--- src/rtl/rst_seq_pkg.sv ---
package rst_seq_pkg;

    typedef enum logic [2:0] {
        ST_IDLE,
        ST_DRIVE,
        ST_HOLD,
        ST_RELEASE,
        ST_ARB,
        ST_SETTLE,
        ST_READY
    } seq_state_e;

    typedef struct packed {
        logic rst_oe;
        logic clk_oe;
        logic clk_run;
        logic rst_rel;
        logic arb_int;
        logic ready;
    } bus_ctl_t;

    // Microseconds to clock cycles, rounded up, never below one cycle.
    function automatic longint us_to_cycles(input longint us, input longint khz);
        longint c;
        c = (us * khz + 64'sd999) / 64'sd1000;
        if (c < 64'sd1) c = 64'sd1;
        return c;
    endfunction

    function automatic longint max3(input longint a, input longint b, input longint c);
        longint m;
        m = (a > b) ? a : b;
        return (m > c) ? m : c;
    endfunction

endpackage

--- src/rtl/rst_seq_timer.sv ---
module rst_seq_timer #(
    parameter int W = 8
) (
    input  logic         clk,
    input  logic         rst_n,
    input  logic         load,
    input  logic [W-1:0] load_val,
    output logic         expired
);
    logic [W-1:0] cnt_d, cnt_q;

    always_comb begin
        cnt_d = cnt_q;
        if (load) begin
            cnt_d = load_val;
        end else if (cnt_q != '0) begin
            cnt_d = cnt_q - 1'b1;
        end
    end

    always_ff @(posedge clk or negedge rst_n) begin
        if (!rst_n) cnt_q <= '0;
        else        cnt_q <= cnt_d;
    end

    assign expired = (cnt_q == '0);
endmodule

--- src/rtl/rst_seq_fsm.sv ---
module rst_seq_fsm
    import rst_seq_pkg::*;
#(
    parameter int W          = 8,
    parameter int HOLD_CYC   = 4,
    parameter int ARB_CYC    = 1,
    parameter int SETTLE_CYC = 8
) (
    input  logic         clk,
    input  logic         rst_n,
    input  logic         start,
    input  logic         tmr_expired,
    output logic         tmr_load,
    output logic [W-1:0] tmr_val,
    output bus_ctl_t     ctl
);
    localparam logic [W-1:0] HOLD_LD   = W'(HOLD_CYC - 1);
    localparam logic [W-1:0] ARB_LD    = W'(ARB_CYC - 1);
    localparam logic [W-1:0] SETTLE_LD = W'(SETTLE_CYC - 1);

    typedef struct packed {
        seq_state_e st;
        bus_ctl_t   ctl;
    } seq_reg_t;

    seq_reg_t r_d, r_q;

    always_comb begin
        r_d      = r_q;
        tmr_load = 1'b0;
        tmr_val  = '0;
        unique case (r_q.st)
            ST_IDLE, ST_READY: begin
                if (start) begin
                    r_d.st          = ST_DRIVE;
                    r_d.ctl         = '0;
                    r_d.ctl.rst_oe  = 1'b1;
                    r_d.ctl.clk_oe  = 1'b1;
                end
            end
            ST_DRIVE: begin
                r_d.st          = ST_HOLD;
                r_d.ctl.clk_run = 1'b1;
                tmr_load        = 1'b1;
                tmr_val         = HOLD_LD;
            end
            ST_HOLD: begin
                if (tmr_expired) begin
                    r_d.st          = ST_RELEASE;
                    r_d.ctl.rst_rel = 1'b1;
                end
            end
            ST_RELEASE: begin
                r_d.st          = ST_ARB;
                r_d.ctl.arb_int = 1'b1;
                tmr_load        = 1'b1;
                tmr_val         = ARB_LD;
            end
            ST_ARB: begin
                if (tmr_expired) begin
                    r_d.st   = ST_SETTLE;
                    tmr_load = 1'b1;
                    tmr_val  = SETTLE_LD;
                end
            end
            ST_SETTLE: begin
                if (tmr_expired) begin
                    r_d.st        = ST_READY;
                    r_d.ctl.ready = 1'b1;
                end
            end
            default: begin
                r_d.st  = ST_IDLE;
                r_d.ctl = '0;
            end
        endcase
    end

    always_ff @(posedge clk or negedge rst_n) begin
        if (!rst_n) begin
            r_q.st  <= ST_IDLE;
            r_q.ctl <= '0;
        end else begin
            r_q <= r_d;
        end
    end

    assign ctl = r_q.ctl;
endmodule

--- src/rtl/rst_seq_top.sv ---
module rst_seq_top
    import rst_seq_pkg::*;
#(
    parameter int CLK_KHZ   = 125000,
    parameter int HOLD_US   = 150,
    parameter int ARB_US    = 1,
    parameter int SETTLE_US = 10000
) (
    input  logic clk,
    input  logic rst_n,
    input  logic start,
    output logic bus_rst_oe,
    output logic bus_clk_oe,
    output logic bus_clk_run,
    output logic bus_rst_release,
    output logic arb_internal,
    output logic bus_ready
);
    localparam int HOLD_CYC   = int'(us_to_cycles(longint'(HOLD_US),   longint'(CLK_KHZ)));
    localparam int ARB_CYC    = int'(us_to_cycles(longint'(ARB_US),    longint'(CLK_KHZ)));
    localparam int SETTLE_CYC = int'(us_to_cycles(longint'(SETTLE_US), longint'(CLK_KHZ)));
    localparam int CNT_MAX    = int'(max3(longint'(HOLD_CYC), longint'(ARB_CYC), longint'(SETTLE_CYC)));
    localparam int CNT_W      = (CNT_MAX < 2) ? 1 : $clog2(CNT_MAX);

    logic             tmr_load;
    logic [CNT_W-1:0] tmr_val;
    logic             tmr_expired;
    bus_ctl_t         ctl;

    rst_seq_fsm #(
        .W          (CNT_W),
        .HOLD_CYC   (HOLD_CYC),
        .ARB_CYC    (ARB_CYC),
        .SETTLE_CYC (SETTLE_CYC)
    ) u_fsm (
        .clk         (clk),
        .rst_n       (rst_n),
        .start       (start),
        .tmr_expired (tmr_expired),
        .tmr_load    (tmr_load),
        .tmr_val     (tmr_val),
        .ctl         (ctl)
    );

    rst_seq_timer #(
        .W (CNT_W)
    ) u_tmr (
        .clk      (clk),
        .rst_n    (rst_n),
        .load     (tmr_load),
        .load_val (tmr_val),
        .expired  (tmr_expired)
    );

    assign bus_rst_oe      = ctl.rst_oe;
    assign bus_clk_oe      = ctl.clk_oe;
    assign bus_clk_run     = ctl.clk_run;
    assign bus_rst_release = ctl.rst_rel;
    assign arb_internal    = ctl.arb_int;
    assign bus_ready       = ctl.ready;
endmodule

--- config.mk ---
export PLATFORM = sky130hd
export DESIGN_NAME = rst_seq_top
export DESIGN_NICKNAME = d
export VERILOG_FILES = /design/src/rtl/rst_seq_pkg.sv /design/src/rtl/rst_seq_timer.sv /design/src/rtl/rst_seq_fsm.sv /design/src/rtl/rst_seq_top.sv
export SDC_FILE = /design/constraint.sdc
export NUM_CORES = 1
export LEC_CHECK = 0
export BUFFER_PORTS_ARGS = -buffer_cell sky130_fd_sc_hd__buf_2
export CAP_MARGIN = 20
export CORE_ASPECT_RATIO = 0.8
export CORE_UTILIZATION = 40
export DETAILED_ROUTE_END_ITERATION = 8
export GPL_ROUTABILITY_DRIVEN = 0
export SLEW_MARGIN = 10
export SYNTH_ARGS = -nofsm -noshare
export SYNTH_HDL_FRONTEND = slang
export SYNTH_HIERARCHICAL = 1
export SYNTH_SLANG_ARGS = --single-unit
--- constraint.sdc ---
create_clock -name clk -period 3.05 [get_ports clk]
set_input_delay 0.305 -clock clk [delete_from_list [all_inputs] [get_ports clk]]
set_output_delay 0.305 -clock clk [all_outputs]
set_load 0.01 [all_outputs]
==> run_results.csv, run 1 <==
group,metric,value,unit
status,status,"finished, final reports clean",
flow_run,cap_violations,0,
power_and_ir_drop,cellPowerDensity,1006,nW/um2
synth,yosysTopAreaCellShare,37.42,%
worst_setup_path,r2r_cells,12,
worst_setup_path,critical-path-max-stage-delay,480,ps
synth,yosysTopAreaCell,"dfrtp_1",
clocking,cts_hold_buf,0,
worst_setup_path,endpoint_kind,"register",
floorplan,die_x,79.85,um
timing,max_freq,368.0,MHz
timing,worst_pin_slew,646.8,ps
global_routing,grt_start_max_net_pins,30,
clocking,cts_resized,0,
synth,synthFlopType,"dfrtp_1",
worst_setup_path,crit_family,"simple AND/OR/NAND/NOR gates",
routing,drt_pass1_iterations,4,
timing,layout_setup_ws,332.5,ps
synth,syn_avg_cell_area,9.369,um2
synth,synthArstFlopShare,100.0,%
global_routing,grt_pass1_wl,6244,um
clocking,post_cts_buffers,0,
worst_setup_path,endpoint,"u_tmr/cnt_q[6]$_DFFE_PN0P_",
synth,synth_warnings,6,
global_routing,grt_pass1_vias,1259,
worst_setup_path,setup.worst_path.start,"u_tmr/cnt_q[0]$_DFFE_PN0P_",
power_and_ir_drop,finalPower,1.963,mW
finish,drive_above_1_share,13.64,%
routing,route.vias.total,1359,
floorplan,dieArea,5133,um2
global_routing,grt_antenna_before_repair,0,
synth,syn_area,1939,um2
timing,clock_skew,7.344,ps
worst_setup_path,cp-start-kind,"register",
timing,finalCritPeriodShare,89.10,%
routing,drt-vias-per-instance,5.267,
timing,slew_violations,0,
floorplan,chipHeight,64.28,um
routing,drc,0,
floorplan,core_area,4624,um2
timing,final.setup.tns,0,ps
finish,fillCellCount,454,
synth,synth.area.top_cells,"dfrtp_1 (37%), buf_4 (9.3%), xnor2_1 (6.3%)",
placed_design,dp_hpwl,2601,um
power_and_ir_drop,ir_worst_vdd,0.3463,mV
global_routing,overflow,0,
worst_setup_path,required,3260,ps
timing,hold_viol,0,
synth,synthCells,207,
hold_path,hp-class,"in -> async",
power_and_ir_drop,p_leak,0.8356,nW
finish,n_antenna_cell,0,
clocking,clock_latency,280,ps
clocking,cts_sinks,29,
clocking,clkTransAtPathRegs,60,ps
synth,synth_edf_count,0,
routing,ant_nets,0,
timing,slew_headroom,56.48,%
worst_setup_path,crit_path_cell_trace,"inv_1, ha_1, or4b_1, nor4b_4, and2_1, nor2b_1, nand2b_1, nand2_1, buf_4, a21oi_1, o31ai_1, o21a_1",
finish,final_cell_mix,"dfrtp_1 (29), nand2_1 (25), xnor2_1 (14)",
floorplan,initial_utilization,41.94,%
routing,wl,3634,um
worst_setup_path,rr_endpoint,"u_tmr/cnt_q[6]$_DFFE_PN0P_",
routing,wl_per_cell,14.09,um
clocking,root_buffer,"clkbuf_8",
clocking,cts_tree,"built",
placed_design,port_buffers,8,
synth,ys_ff_latch,29,
worst_setup_path,critPathKind,"reg -> reg",
timing,finalSetupViolCount,0,
finish,area_delta_synth_final,0.6451,%
worst_setup_path,worstSetupPathDepth,12,
routing,dr.first_iter.drc_count,82,
worst_setup_path,critPathMaxFanout,13,
worst_setup_path,cp_slowest_cell,"or4b_1",
timing,finalCriticalPeriod,2718,ps
global_routing,grt_util_all_layers,16.38,%
timing,rsz0062_at_grt,"no",
floorplan,pin_count,9,
clocking,htree_levels,2,
worst_setup_path,arrival,2930,ps
finish,layout_commonest_cell,"dfrtp_1",
synth,synthDistinctLibCells,47,
clocking,clk_path_buf_depth,2,
clocking,numCtsBuffers,5,
floorplan,rows,22,
placed_design,place_ws,341.7,ps
finish,nets,203,
worst_setup_path,rrSetupSlack,330,ps
worst_setup_path,rr_startpoint,"u_tmr/cnt_q[0]$_DFFE_PN0P_",
synth,yosysSeqAreaShare,37.42,%
worst_setup_path,crit_buf_inv,2,
==> cell families (layout without fill, tap and decap cells) <==
| family | Yosys count | count (layout) | synth area share, % |
|---|---|---|---|
| DFF | 29 | 29 | 37.42 |
| buffers and inverters | 38 | 25 | 13.03 |
| other | 1 | 5 | 0.1934 |
| and+or+nand+nor | 68 | 68 | 21.16 |
| adders and majority gates | 2 | 2 | 1.290 |
| AOI/OAI and AO/OA | 47 | 47 | 16.58 |
| muxes | 4 | 4 | 2.194 |
| xor gates and xnor gates | 18 | 18 | 8.129 |
==> registers in the layout, summed over array words and instances (netlist names) <==
name         count
u_fsm/ctl        5
u_fsm/r_q        3
u_tmr/cnt_q     21
==> worst min path at each step <==
stage                                     to  slack, ps  cells past startpoint
finish              u_fsm/ctl[5]$_DFFE_PN0P_         40                      1
global route        u_fsm/ctl[5]$_DFFE_PN0P_        110                      1
CTS                 u_fsm/ctl[5]$_DFFE_PN0P_         70                      1
detailed placement  u_fsm/ctl[5]$_DFFE_PN0P_        370                      1
global placement    u_fsm/ctl[5]$_DFFE_PN0P_        380                      1
floorplan           u_fsm/ctl[0]$_DFFE_PN0P_          9                      0
==> power breakdown <==
group          switching (mW)  internal [mW]
logic                   0.448          0.421
clock network           0.137          0.179
registers               0.235          0.543
total                   0.821           1.14
==> cell usage after synthesis, types with 2 or more instances <==
master	instances
o21ai_1	3
ha_1	2
o21a_1	2
mux2_2	2
mux2i_1	2
a22o_1	6
or4_4	2
xnor2_1	14
o21ai_0	6
nor3_1	5
a21oi_1	8
inv_1	7
buf_4	24
o31ai_1	8
dfrtp_1	29
nand3_1	2
and2_1	2
clkbuf_1	4
nand2_1	25
nor4b_4	2
nand4b_1	2
nand2b_1	3
nor2_1	10
nor4_1	4
xor2_1	4
o2bb2ai_1	3
o22ai_1	3
or4_1	3
o41ai_1	2
==> routing by layer <==
metal / track usage, % / vias to the layer above / routed length (um)
met5: 0 / - / 0
met4: 6.696 / 0 / 56
met3: 5.000 / 7 / 123
met2: 20.94 / 22 / 1446
met1: 24.84 / 644 / 2009
li1: - / 686 / -
==> layout make-up <==
cell class | count | area [um2] | share of cell area [%]
Clock buffer | 7 | 86.33 | 4.423
Inverter | 7 | 26.28 | 1.346
Multi-Input combinational cell | 144 | 975.9 | 50.00
Sequential cell | 29 | 725.7 | 37.18
Tap cell | 60 | 75.07 | 3.846
Timing Repair Buffer | 11 | 62.56 | 3.205
==> per-stage QoR <==
step                      instances  instance area [um2]  util (%)  hold WS, ps
after floorplan                 211                 1954         -        9.409
after global placement          251                 1866     40.34        377.7
after detailed placement        251                 1866     40.34        368.2
after CTS                       258                 1952     42.21        68.98
after global routing            258                 1952     42.21        112.9
final                           258                 1952     42.21        44.72
(Power assumes the default switching activity.)
==> inputs of run 2 (changes only) <==
--- a/config.mk
+++ b/config.mk
@@ -8,9 +8,10 @@
 export BUFFER_PORTS_ARGS = -buffer_cell sky130_fd_sc_hd__buf_2
 export CAP_MARGIN = 20
 export CORE_ASPECT_RATIO = 0.8
-export CORE_UTILIZATION = 40
+export CORE_UTILIZATION = 50
 export DETAILED_ROUTE_END_ITERATION = 8
 export GPL_ROUTABILITY_DRIVEN = 0
+export PLACE_DENSITY = 0.67
 export SLEW_MARGIN = 10
 export SYNTH_ARGS = -nofsm -noshare
 export SYNTH_HDL_FRONTEND = slang
==> run 2 against run 1 <==
Net effect:
- routed wire length increased by 3.8%
- final area decreased by 0.19%
- register-to-register slack got worse by 140 ps
- hold slack got worse by 3.2 ps
- setup slack got worse by 140 ps
- non-clock buffer count increased by 2
- sequential share of layout area increased by 0.072 points
- critical path type unchanged
- critical endpoint unchanged
- highest routed layer unchanged
==> run_results.csv, run 2 (synthesis gave the netlist of run 1 again) <==
group,metric,value,unit
status,status,"finished, final reports clean",
timing,worst_pin_slew,644.9,ps
routing,drt-vias-per-instance,5.770,
timing,rsz0062_at_grt,"no",
routing,dr.first_iter.drc_count,156,
clocking,clock_latency,290,ps
timing,whs,41.48,ps
timing,hold_viol,0,
power_and_ir_drop,switching_share,42.59,%
routing,wl_per_cell,15.53,um
clocking,clkTransAtPathRegs,70,ps
finish,final_cell_mix,"dfrtp_1 (29), nand2_1 (24), xnor2_1 (14)",
placed_design,port_buffers,8,
floorplan,rows,19,
power_and_ir_drop,pwr-share-seq,38.5,%
floorplan,pin_count,9,
worst_setup_path,endpoint_kind,"register",
routing,drc,0,
timing,max_freq,350.2,MHz
clocking,numCtsBuffers,5,
finish,drive_above_1_share,15.42,%
worst_setup_path,critPathMaxFanout,12,
clocking,cts_resized,0,
placed_design,dp_hpwl,2713,um
global_routing,grt_pass1_vias,1330,
finish,largestRegisters,"u_tmr/cnt_q (21), u_fsm/ctl (5), u_fsm/r_q (3)",
timing,slew_violations,0,
worst_setup_path,required,3280,ps
global_routing,grt_pass1_wl,6568,um
routing,ant_nets,0,
global_routing,met2_usage,31.00,%
global_routing,busiest_layer,"met2",
flow_run,cap_violations,0,
timing,final.setup.tns,0,ps
global_routing,gr-usage-met1,29.75,%
hold_path,hp-class,"in -> async",
worst_setup_path,cp-start-kind,"register",
worst_setup_path,arrival,3080,ps
global_routing,overflow,0,
finish,nets,205,
global_routing,grt_util_all_layers,21.14,%
power_and_ir_drop,ir_worst_vdd,0.4922,mV
clocking,cts_sinks,29,
floorplan,initial_utilization,54.39,%
timing,finalSetupViolCount,0,
finish,registers.top_by_ff_count,"u_tmr/cnt_q",
routing,route.vias.total,1402,
routing,wl,3773,um
global_routing,grt_use_met3,5.391,%
clocking,root_buffer,"clkbuf_8",
clocking,cts_hold_buf,0,
power_and_ir_drop,pwr-share-comb,46.1,%
power_and_ir_drop,cellInternalPower,1.143,mW
timing,slew_headroom,57.01,%
floorplan,dieArea,4133,um2
timing,finalCritPeriodShare,93.62,%
floorplan,chipHeight,57.71,um
floorplan,die_x,71.63,um
worst_setup_path,critPathKind,"reg -> reg",
power_and_ir_drop,p_sw,848.4,uW
clocking,clk_path_buf_depth,2,
timing,finalCriticalPeriod,2855,ps
timing,clock_skew,7.484,ps
finish,layout_commonest_cell,"dfrtp_1",
finish,area_delta_synth_final,0.4517,%
power_and_ir_drop,clockPowerShare,15.4,%
floorplan,core_area,3566,um2
finish,largest_reg_flops,21,
clocking,cts_tree,"built",
power_and_ir_drop,cellPowerDensity,1022,nW/um2
global_routing,grt_start_max_net_pins,30,
clocking,htree_levels,2,
clocking,post_cts_buffers,0,
finish,n_antenna_cell,0,
power_and_ir_drop,p_leak,0.8472,nW
global_routing,grt_antenna_before_repair,0,
routing,drt_pass1_iterations,4,
==> run 2: worst max-delay path, stage by stage (launching register included) <==
cell	delay (ps)
dfrtp_1	410
inv_1	130
ha_1	180
or4b_1	500
nor4b_4	320
and2_1	190
nor2b_1	230
nand2b_1	180
nand2_4	150
buf_4	190
a21oi_1	60
o31ai_1	90
o21a_1	160
==> run 2: power groups by stage <==
stage	Clock (mW)	Combinational [mW]	Sequential (mW)
2_1_floorplan	0	0.840	0.689
3_3_place_gp	0	0.893	0.758
3_5_place_dp	0	0.909	0.766
4_1_cts	0.312	0.915	0.764
5_1_grt	0.334	1.02	0.801
6_report	0.307	0.917	0.767
==> run 2: layer usage <==
metal | vias up | share of wire [%]
li1 | 693 | -
met3 | 8 | 3.9
met1 | 673 | 51
met4 | 0 | 1.6
met5 | - | 0
met2 | 28 | 43
==> run 2: through the flow <==
step / total power [mW] / util [%] / cells / setup slack (ps) / instance area (um2)
6_report: 1.992 / 54.63 / 243 / 194.5 / 1948
5_1_grt: 2.152 / 54.63 / 243 / 8.561 / 1948
4_1_cts: 1.990 / 54.42 / 243 / 63.75 / 1941
3_5_place_dp: 1.675 / 52.11 / 235 / 79.83 / 1858
3_3_place_gp: 1.651 / 52.11 / 235 / 289.1 / 1858
2_1_floorplan: 1.529 / - / 211 / 277.4 / 1954
==> run 2: cell type report <==
class | count | area [um2]
repair buffers | 13 | 77.57
flip-flops and latches | 29 | 725.7
inverters | 7 | 26.28
fillers | 323 | 1618
well taps | 42 | 52.55
clock buffers | 6 | 72.57
clock inverters | 2 | 10.01
multi-input cells | 144 | 983.4
==> run 2: final timing paths <==
kind	start	to	slack, ps	cells past startpoint
setup reg to reg	u_tmr/cnt_q[0]$_DFFE_PN0P_	u_tmr/cnt_q[6]$_DFFE_PN0P_	190	12
max in group asynchronous	rst_n	u_tmr/cnt_q[14]$_DFFE_PN0P_	2580	1
setup / recovery	u_tmr/cnt_q[0]$_DFFE_PN0P_	u_tmr/cnt_q[6]$_DFFE_PN0P_	190	12
min in group clk	start	u_fsm/r_q[7]$_DFFE_PN0P_	390	4
hold / removal	rst_n	u_fsm/ctl[3]$_DFFE_PN0P_	40	1
hold reg to reg	u_fsm/ctl[3]$_DFFE_PN0P_	u_fsm/ctl[3]$_DFFE_PN0P_	520	1
==> inputs of run 3 (changes only) <==
--- a/config.mk
+++ b/config.mk
@@ -8,10 +8,11 @@
 export BUFFER_PORTS_ARGS = -buffer_cell sky130_fd_sc_hd__buf_2
 export CAP_MARGIN = 20
 export CORE_ASPECT_RATIO = 0.8
-export CORE_UTILIZATION = 50
+export CORE_UTILIZATION = 60
+export CTS_CLUSTER_DIAMETER = 40
 export DETAILED_ROUTE_END_ITERATION = 8
 export GPL_ROUTABILITY_DRIVEN = 0
-export PLACE_DENSITY = 0.67
+export PLACE_DENSITY = 0.78
 export SLEW_MARGIN = 10
 export SYNTH_ARGS = -nofsm -noshare
 export SYNTH_HDL_FRONTEND = slang
==> constraint.sdc (replaced) <==
create_clock -name clk -period 3.05 [get_ports clk]
set_input_delay 0.4575 -clock clk [delete_from_list [all_inputs] [get_ports clk]]
set_output_delay 0.4575 -clock clk [all_outputs]
set_load 0.01 [all_outputs]
==> run 3 against run 2 <==
Net effect:
- hold slack improved by 170 ps
- power rose by 0.79%
- clock skew fell by 1.1 ps
- first-iteration DRC count fell by 36%
- non-clock buffer count fell by 1
- critical path depth fell by 1
- largest cell class unchanged
- highest routed layer unchanged
==> run_results.csv, run 3 (synthesis gave the netlist of run 1 again) <==
group,metric,value,unit
timing,finalSetupViolCount,0,
power_and_ir_drop,finalPower,2.007,mW
finish,nets,204,
global_routing,grt_pass1_wl,6617,um
timing,max_freq,348.7,MHz
routing,route.vias.total,1411,
worst_setup_path,critPathMaxFanout,18,
finish,drive_above_1_share,14.07,%
routing,wl_per_cell,16.37,um
clocking,numCtsBuffers,5,
worst_setup_path,critical-path-max-stage-delay,530,ps
floorplan,chipHeight,52.85,um
routing,wl_met1,1892,um
routing,drc,0,
global_routing,grt_util_all_layers,26.92,%
routing,ant_nets,0,
routing,top_layer,"met4",
timing,final.setup.tns,0,ps
clocking,cts_sinks,29,
routing,wl,3912,um
floorplan,initial_utilization,62.85,%
routing,drt_pass1_iterations,4,
finish,largest_reg_flops,21,
worst_setup_path,crit_family,"simple AND/OR/NAND/NOR gates",
timing,rsz0062_at_grt,"no",
worst_setup_path,endpoint_kind,"register",
worst_setup_path,arrival,3040,ps
clocking,htree_levels,2,
global_routing,grt_antenna_before_repair,0,
timing,hold_viol,0,
routing,met2WireLength,1741,um
worst_setup_path,crit_path_cell_trace,"inv_1, ha_1, or4b_1, nor4b_4, and2_1, nor2b_1, nand2b_1, nand2_1, buf_4, a211oi_1, a21o_1",
finish,largestRegisters,"u_tmr/cnt_q (21), u_fsm/ctl (5), u_fsm/r_q (3)",
floorplan,pin_count,9,
power_and_ir_drop,p_leak,0.8408,nW
status,status,"finished, final reports clean",
timing,whs,208.3,ps
routing,dr_wl_met3,233,um
clocking,root_buffer,"clkbuf_8",
power_and_ir_drop,cellPowerDensity,1038,nW/um2
hold_path,hp-class,"in -> async",
clocking,clkTransAtPathRegs,60,ps
floorplan,rows,18,
timing,clock_skew,6.404,ps
finish,final_cell_mix,"dfrtp_1 (29), nand2_1 (25), xnor2_1 (14)",
timing,finalCriticalPeriod,2868,ps
timing,worst_pin_slew,652.7,ps
timing,slew_headroom,56.49,%
clocking,post_cts_buffers,0,
placed_design,dp_hpwl,2878,um
global_routing,overflow,0,
worst_setup_path,crit_buf_inv,2,
finish,registers.top_by_ff_count,"u_tmr/cnt_q",
global_routing,grt_start_max_net_pins,30,
worst_setup_path,cp-start-kind,"register",
routing,drt-vias-per-instance,5.904,
clocking,cts_hold_buf,0,
clocking,cts_tree,"built",
floorplan,dieArea,3465,um2
clocking,cts_resized,0,
floorplan,die_x,65.57,um
flow_run,cap_violations,0,
global_routing,grt_pass1_vias,1421,
finish,area_delta_synth_final,-0.2578,%
finish,n_antenna_cell,0,
clocking,clock_latency,280,ps
worst_setup_path,critPathKind,"reg -> reg",
routing,dr.first_iter.drc_count,100,
worst_setup_path,required,3220,ps
floorplan,core_area,3085,um2
finish,layout_commonest_cell,"dfrtp_1",
timing,slew_violations,0,
clocking,clk_path_buf_depth,2,
timing,finalCritPeriodShare,94.02,%
power_and_ir_drop,ir_worst_vdd,0.5967,mV
placed_design,port_buffers,8,
worst_setup_path,cp_slowest_cell,"or4b_1",
run 3: cell count changes in the layout (fill, tap and decap cells not counted), sizes merged:
cell,change
clkbuf,+1
clkinv,-2
buf,-1
run 3: cell type report:
cell class | instances | area [um2]
tap | 40 | 50.05
sequential | 29 | 725.7
clock buffer | 7 | 86.33
inverter | 7 | 26.28
fill | 247 | 1151
timing repair buffer | 12 | 70.07
multi-input combinational | 144 | 975.9
run 3: final timing paths:
check / start / end / slack, ps / cells past startpoint
worst max-delay path: u_tmr/cnt_q[0]$_DFFE_PN0P_ / u_tmr/cnt_q[15]$_DFFE_PN0P_ / 180 / 11
min in group clk: u_fsm/ctl[3]$_DFFE_PN0P_ / u_fsm/ctl[3]$_DFFE_PN0P_ / 510 / 1
worst max register to register: u_tmr/cnt_q[0]$_DFFE_PN0P_ / u_tmr/cnt_q[15]$_DFFE_PN0P_ / 180 / 11
worst min register to register: u_fsm/ctl[3]$_DFFE_PN0P_ / u_fsm/ctl[3]$_DFFE_PN0P_ / 510 / 1
max in group asynchronous: rst_n / u_tmr/cnt_q[18]$_DFFE_PN0P_ / 2420 / 1
worst min-delay path: rst_n / u_fsm/ctl[1]$_DFFE_PN0P_ / 210 / 1
run 3: routing by layer:
layer  track usage, %  up-vias
met1            35.64      684
li1                 -      684
met5                0        -
met2            39.18       39
met4            13.77        0
met3            9.052        4
run 3: through the flow:
step / instance area, um2 / util [%] / setup WS [ps] / instances
6_report: 1934 / 62.69 / 182.3 / 239
5_1_grt: 1934 / 62.69 / 5.986 / 239
4_1_cts: 1934 / 62.69 / 223.3 / 239
3_5_place_dp: 1848 / 59.89 / 243.6 / 232
3_3_place_gp: 1848 / 59.89 / 410.2 / 232
2_1_floorplan: 1954 / - / 277.4 / 211
run 3: power by group:
part / internal, mW / switching (mW)
Clock: 0.178 / 0.130
Combinational: 0.430 / 0.497
Sequential: 0.543 / 0.229
Total: 1.15 / 0.856
run 3: worst reg2reg max path, delay by kind of cell (launching register included):
kind                       cells  cell delay, ps
buffers and inverters          2             370
and+or+nand+nor                6            1560
adders and majority gates      1             170
AOI/OAI and AO/OA              2             240
DFF                            1             410
